File: src/rtl/chord_rst_pkg.sv
package chord_rst_pkg;

    localparam int unsigned KEY_LINES = 4;

    typedef logic [KEY_LINES-1:0] key_vec_t;

    typedef enum logic [1:0] {
        CHORD_NONE = 2'd0,
        CHORD_K01  = 2'd1,
        CHORD_K012 = 2'd2,
        CHORD_ALL  = 2'd3
    } chord_sel_e;

    typedef enum logic [1:0] {
        HOLD_IDLE  = 2'd0,
        HOLD_COUNT = 2'd1,
        HOLD_FIRED = 2'd2
    } hold_state_e;

    // Which key lines take part in the chord for a given setting.
    function automatic key_vec_t chord_mask(chord_sel_e sel);
        key_vec_t m;
        case (sel)
            CHORD_K01:  m = 4'b0011;
            CHORD_K012: m = 4'b0111;
            CHORD_ALL:  m = 4'b1111;
            default:    m = 4'b0000;
        endcase
        return m;
    endfunction

    // The chord is present when the mask is not empty and every masked line is high.
    function automatic logic chord_hit(key_vec_t keys, key_vec_t mask);
        return (mask != '0) && ((keys & mask) == mask);
    endfunction

endpackage

File: src/rtl/key_sync.sv
module key_sync
    import chord_rst_pkg::*;
#(
    parameter int unsigned LINES = KEY_LINES
) (
    input  logic             clk,
    input  logic             por,
    input  logic [LINES-1:0] raw_i,
    output logic [LINES-1:0] sync_o
);

    for (genvar g = 0; g < LINES; g++) begin : g_line
        logic meta_q;
        logic stab_q;

        always_ff @(posedge clk or posedge por) begin
            if (por) begin
                meta_q <= 1'b0;
                stab_q <= 1'b0;
            end else begin
                meta_q <= raw_i[g];
                stab_q <= meta_q;
            end
        end

        assign sync_o[g] = stab_q;
    end

endmodule

File: src/rtl/key_filter.sv
module key_filter
    import chord_rst_pkg::*;
#(
    parameter int unsigned LINES   = KEY_LINES,
    parameter int unsigned DEB_CYC = 8
) (
    input  logic             clk,
    input  logic             por,
    input  logic [LINES-1:0] sync_i,
    output logic [LINES-1:0] level_o
);

    localparam int unsigned DW       = (DEB_CYC < 2) ? 1 : $clog2(DEB_CYC);
    localparam logic [DW-1:0] DEB_LAST = DW'(DEB_CYC - 1);

    for (genvar g = 0; g < LINES; g++) begin : g_line
        logic          lvl_q;
        logic [DW-1:0] run_q;

        always_ff @(posedge clk or posedge por) begin
            if (por) begin
                lvl_q <= 1'b0;
                run_q <= '0;
            end else if (sync_i[g] == lvl_q) begin
                run_q <= '0;
            end else if (run_q == DEB_LAST) begin
                lvl_q <= sync_i[g];
                run_q <= '0;
            end else begin
                run_q <= run_q + 1'b1;
            end
        end

        assign level_o[g] = lvl_q;
    end

endmodule

File: src/rtl/chord_match.sv
module chord_match
    import chord_rst_pkg::*;
(
    input  key_vec_t   level_i,
    input  chord_sel_e sel_i,
    output logic       chord_o
);

    key_vec_t mask;

    always_comb begin
        mask    = chord_mask(sel_i);
        chord_o = chord_hit(level_i, mask);
    end

endmodule

File: src/rtl/hold_timer.sv
module hold_timer
    import chord_rst_pkg::*;
#(
    parameter int unsigned HOLD_SHORT_CYC = 197,
    parameter int unsigned HOLD_LONG_CYC  = 65536
) (
    input  logic clk,
    input  logic por,
    input  logic chord_i,
    input  logic long_i,
    output logic fire_o
);

    localparam int unsigned HMAX = (HOLD_LONG_CYC > HOLD_SHORT_CYC) ? HOLD_LONG_CYC : HOLD_SHORT_CYC;
    localparam int unsigned CW   = (HMAX < 2) ? 1 : $clog2(HMAX);
    localparam logic [CW-1:0] SHORT_LAST = CW'(HOLD_SHORT_CYC - 1);
    localparam logic [CW-1:0] LONG_LAST  = CW'(HOLD_LONG_CYC - 1);

    hold_state_e   st_q;
    logic [CW-1:0] cnt_q;
    logic [CW-1:0] last;

    assign last = long_i ? LONG_LAST : SHORT_LAST;

    always_ff @(posedge clk or posedge por) begin
        if (por) begin
            st_q  <= HOLD_IDLE;
            cnt_q <= '0;
        end else if (!chord_i) begin
            st_q  <= HOLD_IDLE;
            cnt_q <= '0;
        end else begin
            case (st_q)
                HOLD_IDLE, HOLD_COUNT: begin
                    if (cnt_q == last) begin
                        st_q <= HOLD_FIRED;
                    end else begin
                        st_q  <= HOLD_COUNT;
                        cnt_q <= cnt_q + 1'b1;
                    end
                end
                default: st_q <= HOLD_FIRED;
            endcase
        end
    end

    assign fire_o = (st_q == HOLD_FIRED);

endmodule

File: src/rtl/chord_reset_det.sv
module chord_reset_det
    import chord_rst_pkg::*;
#(
    parameter int unsigned DEB_CYC        = 8,
    parameter int unsigned HOLD_SHORT_CYC = 197,
    parameter int unsigned HOLD_LONG_CYC  = 65536
) (
    input  logic       clk,
    input  logic       por,
    input  logic [3:0] key_i,
    input  logic [1:0] chord_sel,
    input  logic       long_hold_en,
    output logic       rst_req_o,
    output logic       chord_o
);

    key_vec_t key_sync_w;
    key_vec_t key_level_w;
    logic     chord_w;

    key_sync #(.LINES(KEY_LINES)) i_sync (
        .clk    (clk),
        .por    (por),
        .raw_i  (key_i),
        .sync_o (key_sync_w)
    );

    key_filter #(.LINES(KEY_LINES), .DEB_CYC(DEB_CYC)) i_filter (
        .clk     (clk),
        .por     (por),
        .sync_i  (key_sync_w),
        .level_o (key_level_w)
    );

    chord_match i_match (
        .level_i (key_level_w),
        .sel_i   (chord_sel_e'(chord_sel)),
        .chord_o (chord_w)
    );

    hold_timer #(
        .HOLD_SHORT_CYC (HOLD_SHORT_CYC),
        .HOLD_LONG_CYC  (HOLD_LONG_CYC)
    ) i_hold (
        .clk     (clk),
        .por     (por),
        .chord_i (chord_w),
        .long_i  (long_hold_en),
        .fire_o  (rst_req_o)
    );

    assign chord_o = chord_w;

endmodule

File: config.mk
export PLATFORM = sky130hd
export DESIGN_NAME = chord_reset_det
export DESIGN_NICKNAME = d
export VERILOG_FILES = /design/src/rtl/chord_rst_pkg.sv /design/src/rtl/key_sync.sv /design/src/rtl/key_filter.sv /design/src/rtl/chord_match.sv /design/src/rtl/hold_timer.sv /design/src/rtl/chord_reset_det.sv
export SDC_FILE = /design/constraint.sdc
export NUM_CORES = 1
export LEC_CHECK = 0
export BUFFER_PORTS_ARGS = -buffer_cell sky130_fd_sc_hd__buf_4
export CAP_MARGIN = 10
export CELL_PAD_IN_SITES_DETAIL_PLACEMENT = 0
export CELL_PAD_IN_SITES_GLOBAL_PLACEMENT = 1
export CORE_ASPECT_RATIO = 1.5
export CORE_UTILIZATION = 52
export CTS_CLUSTER_DIAMETER = 150
export DETAILED_ROUTE_END_ITERATION = 10
export PLACE_DENSITY_LB_ADDON = 0.25
export REMOVE_ABC_BUFFERS = 1
export SKIP_LAST_GASP = 1
export SLEW_MARGIN = 0
export SYNTH_ARGS = -nofsm -noshare
export SYNTH_HDL_FRONTEND = slang
export SYNTH_SLANG_ARGS = --single-unit
File: constraint.sdc
create_clock -name clk -period 3.2 [get_ports clk]
set_input_delay 0.32 -clock clk [delete_from_list [all_inputs] [get_ports clk]]
set_output_delay 0.32 -clock clk [all_outputs]
set_load 0.005 [all_outputs]
==> metrics.csv, run 1 <==
metric;value;unit
status;completed;
Post-DRT Antenna Nets;0;
layout cells sized above 1;15.7;%
Peak Freq;376;MHz
Post-synth EDFFs;0;
area grow syn2layout;11.5;%
dpl cell area;2040;µm²
total negative slack;0;ns
clock network power share;32.9;%
Iteration-0 DRC Markers;49;
Initial Util;55.5;%
total gr overflow;0;
worst hold path startpoint;key_i[3];
DRC Markers;0;
startpoint types;flop;
Avg Inst Size Synth;11.4;µm²
CTS Root Cell;clkbuf_8;
Psw;0.295;mW
I/O pin count;11;
Filler Cells Inserted;301;
Die H;76.7;µm
initial antenna violation count;0;
adder-cell area share of the yosys netlist;5.83;%
CTS Sinks;42;
Post-Layout Inst Area;2150;µm²
Post-Route WL;3250;µm
max-cap viol count;0;
CTS buffer count;5;
postcts setup bufs;0;
Async S/R FF share, synth;100;%
fin crit period;2.66;ns
Global Route Usage Sum;19.2;%
Leak;1.00;nW
RSZ-0062 raised after global routing;no;
largest net degree at the start of global routing;28;
IR drop worst, VDD;0.500;mV
pre-CTS setup slack;0.824;ns
first-pass GRT wire length;5560;µm
Tightest Hold Check Type;input port to flop;
Worst setup EP type;output pin;
# hold bufs at CTS;0;
Synth area leader;dfrtp_1;
WP data arrival;2.34;ns
Row Count;26;
count leader, synth;dfrtp_1;
synth top area cells;dfrtp_1 54%, ha_1 5.8%, nand2_1 2.9%, mux2_2 2.3%, nand4_1 2.3%;
vias in the first global route;1291;
FF+latch count, synth;42;
mux share of post-synthesis cell area;3.88;%
area share of the largest cell type after synthesis;54.4;%
WL per Instance;14.3;µm
Tot Pwr;1.24;mW
via count;1330;
GPL Wtd Cong;0.829;
setup slack after layout;0.540;ns
Final Cycle Share;83.1;%
Hold Slack;0.132;ns
clock insertion delay at the later pin of the skew report;0.29;ns
headroom to the max-slew limit;36.5;%
diode count;0;
PwrDens;574;nW/µm²
Seq/Total Area, Yosys;54.4;%
Tightest Pin Transition;0.951;ns
critical path startpoint;i_filter.g_line[3].lvl_q;
Synth Area in XOR/XNOR;3.17;%
FF-to-FF Start;i_filter.g_line[3].lvl_q;
sw frac;23.9;%
Most used DFF post-synth;dfrtp_1;
H-tree levels;2;
first drt pass iteration count;4;
Internal;0.942;mW
WP data required;2.88;ns
YS warnings;0;
Buffers on Ports;10;
post-synthesis cell area;1930;µm²
largest family of logic cells by synthesized area;simple AND/OR/NAND/NOR gates;
final setup fails;0;
die width;51.8;µm
max-slew violations;0;
Compound-Gate Fraction of Synth Area;9.32;%
final hold viol count;0;
Synth top cells by count;42 x dfrtp_1, 15 x nand2_1, 9 x ha_1;
Post-Synth Simple-Gate Area;21.0;%
CTS clk-pin slew, worst paths;0.08;ns
Logic pwr share;13.7;%
Core ar.;3480;µm²
dpl hpwl;2350;µm
Yosys cell types;41;
Flop pwr share;53.4;%
Crit Path Max Fanout;15;
die area;3970;µm²
CTS tree;yes;
Clock Skew;0.00663;ns
kind of critical path;flop to output pin;
PostCTS Resize Cnt;0;
DR vias/cell;5.86;
deepest clock path buffer count;2;
Syn Inst Count;170;
Final #Nets;202;
[kinds of logic after synthesis]
group                    after synthesis
flip-flops                            42
buffers and inverters                 10
AO/OA/AOI/OAI                         23
adder cells (fa/ha/maj)                9
multiplexers                           7
AND/OR/NAND/NOR                       72
XOR/XNOR                               7
[cell usage in the layout (no fill, tap or decap), types with 6 or more instances in the layout]
cell type | Yosys | routed
nand4_1 | 7 | 7
nand2_1 | 15 | 15
inv_1 | 6 | 6
nand3_1 | 7 | 7
ha_1 | 9 | 9
buf_4 | 0 | 11
dfrtp_1 | 42 | 42
nor2_1 | 7 | 7
and2_1 | 6 | 6
[routing by layer]
metal	vias to the layer above	share of wire, %	track usage [%]	routed length, µm
li1	641	-	-	-
met1	657	42	23.5	1360
met2	27	53	31.0	1730
met3	5	3.7	4.76	120
met4	0	1.3	8.92	41
met5	-	0	0	0
[flip-flops by register name, summed over array words and instances (netlist names)]
signal	flops
i_sync.g_line.meta_q	4
i_hold.cnt_q	16
i_sync.g_line.stab_q	4
i_filter.g_line.lvl_q	4
i_filter.g_line.run_q	12
i_hold.st_q	2
[worst max-delay path, stage by stage, from the launching register on]
cell and delay, ns:
dfrtp_1 0.40, nand2b_1 0.14, a31oi_1 0.21, or2_0 0.64
inv_1 0.40, buf_4 0.25
[stage by stage]
step           utilization, %  std cells
5_1_grt                  61.9        227
3_5_place_dp             58.7        219
6_report                 61.9        227
3_3_place_gp             58.7        219
4_1_cts                  61.9        227
2_1_floorplan               -        166
[path summary, 6_finish.rpt]
path,slack (ns),cells past startpoint,endpoint
min in group asynchronous,0.25,2,i_sync.g_line[2].meta_q
max in group asynchronous,2.19,3,i_hold.cnt_q[0]
min,0.13,1,i_sync.g_line[3].meta_q
min reg2reg,0.36,0,i_sync.g_line[0].stab_q
max reg2reg,0.87,6,i_hold.cnt_q[7]
max,0.54,5,chord_o
[area by class of cell]
| class | count | area, µm² | share of cell area, % |
|---|---|---|---|
| timing repair buffer | 11 | 82.6 | 3.83 |
| multi-input combinational | 118 | 836 | 38.8 |
| inverter | 6 | 22.5 | 1.05 |
| tap | 42 | 52.6 | 2.44 |
| clock buffer | 6 | 72.6 | 3.37 |
| sequential | 42 | 1050 | 48.8 |
| clock inverter | 2 | 37.5 | 1.74 |
[power groups by stage]
stage | registers, mW | clock network [mW] | logic [mW]
CTS | 0.661 | 0.420 | 0.174
floorplan | 0.659 | 0 | 0.133
global placement | 0.666 | 0 | 0.158
detailed placement | 0.672 | 0 | 0.174
global route | 0.670 | 0.442 | 0.199
finish | 0.660 | 0.408 | 0.169
Note: power is estimated with default switching activity, not from simulation.
==> run 2: changes to the inputs <==
--- a/config.mk
+++ b/config.mk
@@ -10,7 +10,7 @@
 export CELL_PAD_IN_SITES_DETAIL_PLACEMENT = 0
 export CELL_PAD_IN_SITES_GLOBAL_PLACEMENT = 1
 export CORE_ASPECT_RATIO = 1.5
-export CORE_UTILIZATION = 52
+export CORE_UTILIZATION = 48
 export CTS_CLUSTER_DIAMETER = 150
 export DETAILED_ROUTE_END_ITERATION = 10
 export PLACE_DENSITY_LB_ADDON = 0.25
==> constraint.sdc (replaced) <==
create_clock -name clk -period 2.76 [get_ports clk]
set_input_delay 0.276 -clock clk [delete_from_list [all_inputs] [get_ports clk]]
set_output_delay 0.276 -clock clk [all_outputs]
set_load 0.005 [all_outputs]
==> metrics.csv, run 2 (synthesis gave the netlist of run 1 again) <==
metric;value;unit;change
status;completed;;
first-pass GRT wire length;6040;µm;+8.6%
postcts setup bufs;0;;unchanged
Logic pwr share;13.9;%;+0.2 points
CTS Sinks;42;;unchanged
IR drop worst, VDD;0.538;mV;+7.5%
WP data required;2.48;ns;-0.40 ns
DR vias/cell;5.86;;about the same
largest net degree at the start of global routing;29;;+3.6%
CTS tree;yes;;
Buffers on Ports;10;;unchanged
layout cells sized above 1;15.6;%;-0.084 points
Clock Skew;0.00605;ns;-0.000580 ns
pre-CTS setup slack;0.863;ns;+0.0394 ns
RSZ-0062 raised after global routing;no;;
Die H;79.7;µm;+4.0%
Tightest Pin Transition;0.600;ns;-0.351 ns
Post-DRT Antenna Nets;0;;unchanged
vias in the first global route;1371;;+6.2%
Worst setup EP type;output pin;;
H-tree levels;2;;unchanged
Setup crit end;chord_o;;
WL per Instance;14.9;µm;+4.2%
most frequent cells in the layout;42 x dfrtp_1, 15 x nand2_1, 12 x buf_4;;
area grow syn2layout;11.7;%;
Filler Cells Inserted;331;;+10%
diode count;0;;unchanged
dpl hpwl;2470;µm;+4.9%
max-cap viol count;0;;unchanged
first drt pass iteration count;4;;unchanged
clock network power share;32.5;%;-0.4 points
GPL Wtd Cong;0.872;;+5.3%
Post-Route WL;3420;µm;+5.1%
Flop pwr share;53.6;%;+0.2 points
die area;4290;µm²;+8.1%
Tot Pwr;1.43;mW;+16%
FF-to-FF Start;i_hold.cnt_q[9];;
PwrDens;663;nW/µm²;+15%
dpl cell area;2050;µm²;+0.43%
Final #Nets;203;;+0.50%
Reg with most FFs;i_hold.cnt_q;;
I/O pin count;11;;unchanged
most common cell after layout, fill and taps aside;dfrtp_1;;
R2R Setup Slk;0.84;ns;-0.03 ns
max-slew violations;0;;unchanged
clock insertion delay at the later pin of the skew report;0.29;ns;about the same
via count;1343;;+0.98%
Psw;0.337;mW;+14%
CTS clk-pin slew, worst paths;0.07;ns;about the same
WP data arrival;1.86;ns;-0.48 ns
final setup fails;0;;unchanged
kind of critical path;flop to output pin;;
FF-to-FF path depth;5;;-1
Global Route Usage Sum;20.0;%;+0.83 points
Row Count;27;;+3.8%
Iteration-0 DRC Markers;29;;-41%
die width;53.8;µm;+3.9%
Leak;1.01;nW;+0.52%
CTS Root Cell;clkbuf_8;;
Final Cycle Share;77.5;%;
total gr overflow;0;;unchanged
final hold viol count;0;;unchanged
CTS buffer count;5;;unchanged
FF-to-FF End;i_hold.cnt_q[11];;
PostCTS Resize Cnt;0;;unchanged
Peak Freq;467;MHz;
sw frac;23.6;%;-0.30 points
deepest clock path buffer count;2;;unchanged
max reg flops;16;;unchanged
critical path startpoint;i_filter.g_line[3].lvl_q;;
total negative slack;0;ns;unchanged
headroom to the max-slew limit;59.9;%;+23 points
Core ar.;3750;µm²;+7.7%
Crit Path Max Fanout;11;;-4
Internal;1.09;mW;+16%
startpoint types;flop;;
DRC Markers;0;;unchanged
# hold bufs at CTS;0;;unchanged
fin crit period;2.14;ns;
Initial Util;51.6;%;-4.0 points
setup slack after layout;0.620;ns;+0.0797 ns
Post-Layout Inst Area;2160;µm²;+0.23%
Regs by FF count;i_hold.cnt_q (16), i_filter.g_line.run_q (12);;
initial antenna violation count;0;;unchanged
Tightest Hold Check Type;input port to asynchronous set/reset pin;;
==> run 2: cell count changes in the layout (fill, tap and decap cells not counted), sizes merged <==
cell / before / now
buf: 11 / 12
clkbuf: 6 / 7
clkinvlp: 1 / 0
==> run 2: worst max-delay path: stages (launching register included) <==
cell	delay [ns]
dfrtp_1	0.40
nand2b_1	0.15
a31oi_1	0.22
or2_0	0.33
inv_1	0.27
buf_4	0.21
==> run 2: area by class of cell <==
class	instances	area (µm²)	area share [%]
Inverter	6	22.5	1.04
Multi-Input combinational cell	118	836	38.7
Tap cell	43	53.8	2.49
Clock buffer	7	76.3	3.53
Sequential cell	42	1050	48.7
Timing Repair Buffer	12	90.1	4.17
Clock inverter	1	30.0	1.39
==> run 2: per-layer routing <==
| metal | global-route usage [%] | part of all wire (%) |
|---|---|---|
| met4 | 10.0 | 2.3 |
| met1 | 23.0 | 41 |
| met3 | 5.90 | 4.6 |
| met2 | 32.6 | 52 |
| met5 | 0 | 0 |
==> run 2: per-stage QoR <==
| step | util, % | hold slack, ns | std cells |
|---|---|---|---|
| floorplan | - | 0.307 | 166 |
| global placement | 54.8 | 0.332 | 221 |
| detailed placement | 54.8 | 0.335 | 221 |
| CTS | 57.6 | 0.0557 | 229 |
| global route | 57.6 | 0.0711 | 229 |
| finish | 57.6 | 0.0340 | 229 |
==> run 2: worst min path at each step <==
stage / endpoint / slack (ns) / depth (start not counted)
final: i_hold.st_q[0] / 0.03 / 2
after global placement: i_sync.g_line[1].stab_q / 0.33 / 0
after detailed placement: i_sync.g_line[1].stab_q / 0.33 / 0
after CTS: i_hold.cnt_q[2] / 0.06 / 2
after global routing: i_sync.g_line[2].meta_q / 0.07 / 1
after floorplan: i_sync.g_line[0].meta_q / 0.31 / 0
==> run 2: power by group through the flow <==
stage          registers [mW]  logic, mW  clock network, mW
3_5_place_dp            0.781      0.204                  0
3_3_place_gp            0.771      0.186                  0
4_1_cts                 0.768      0.209              0.478
5_1_grt                 0.782      0.237              0.508
2_1_floorplan           0.764      0.154                  0
6_report                0.767      0.199              0.465
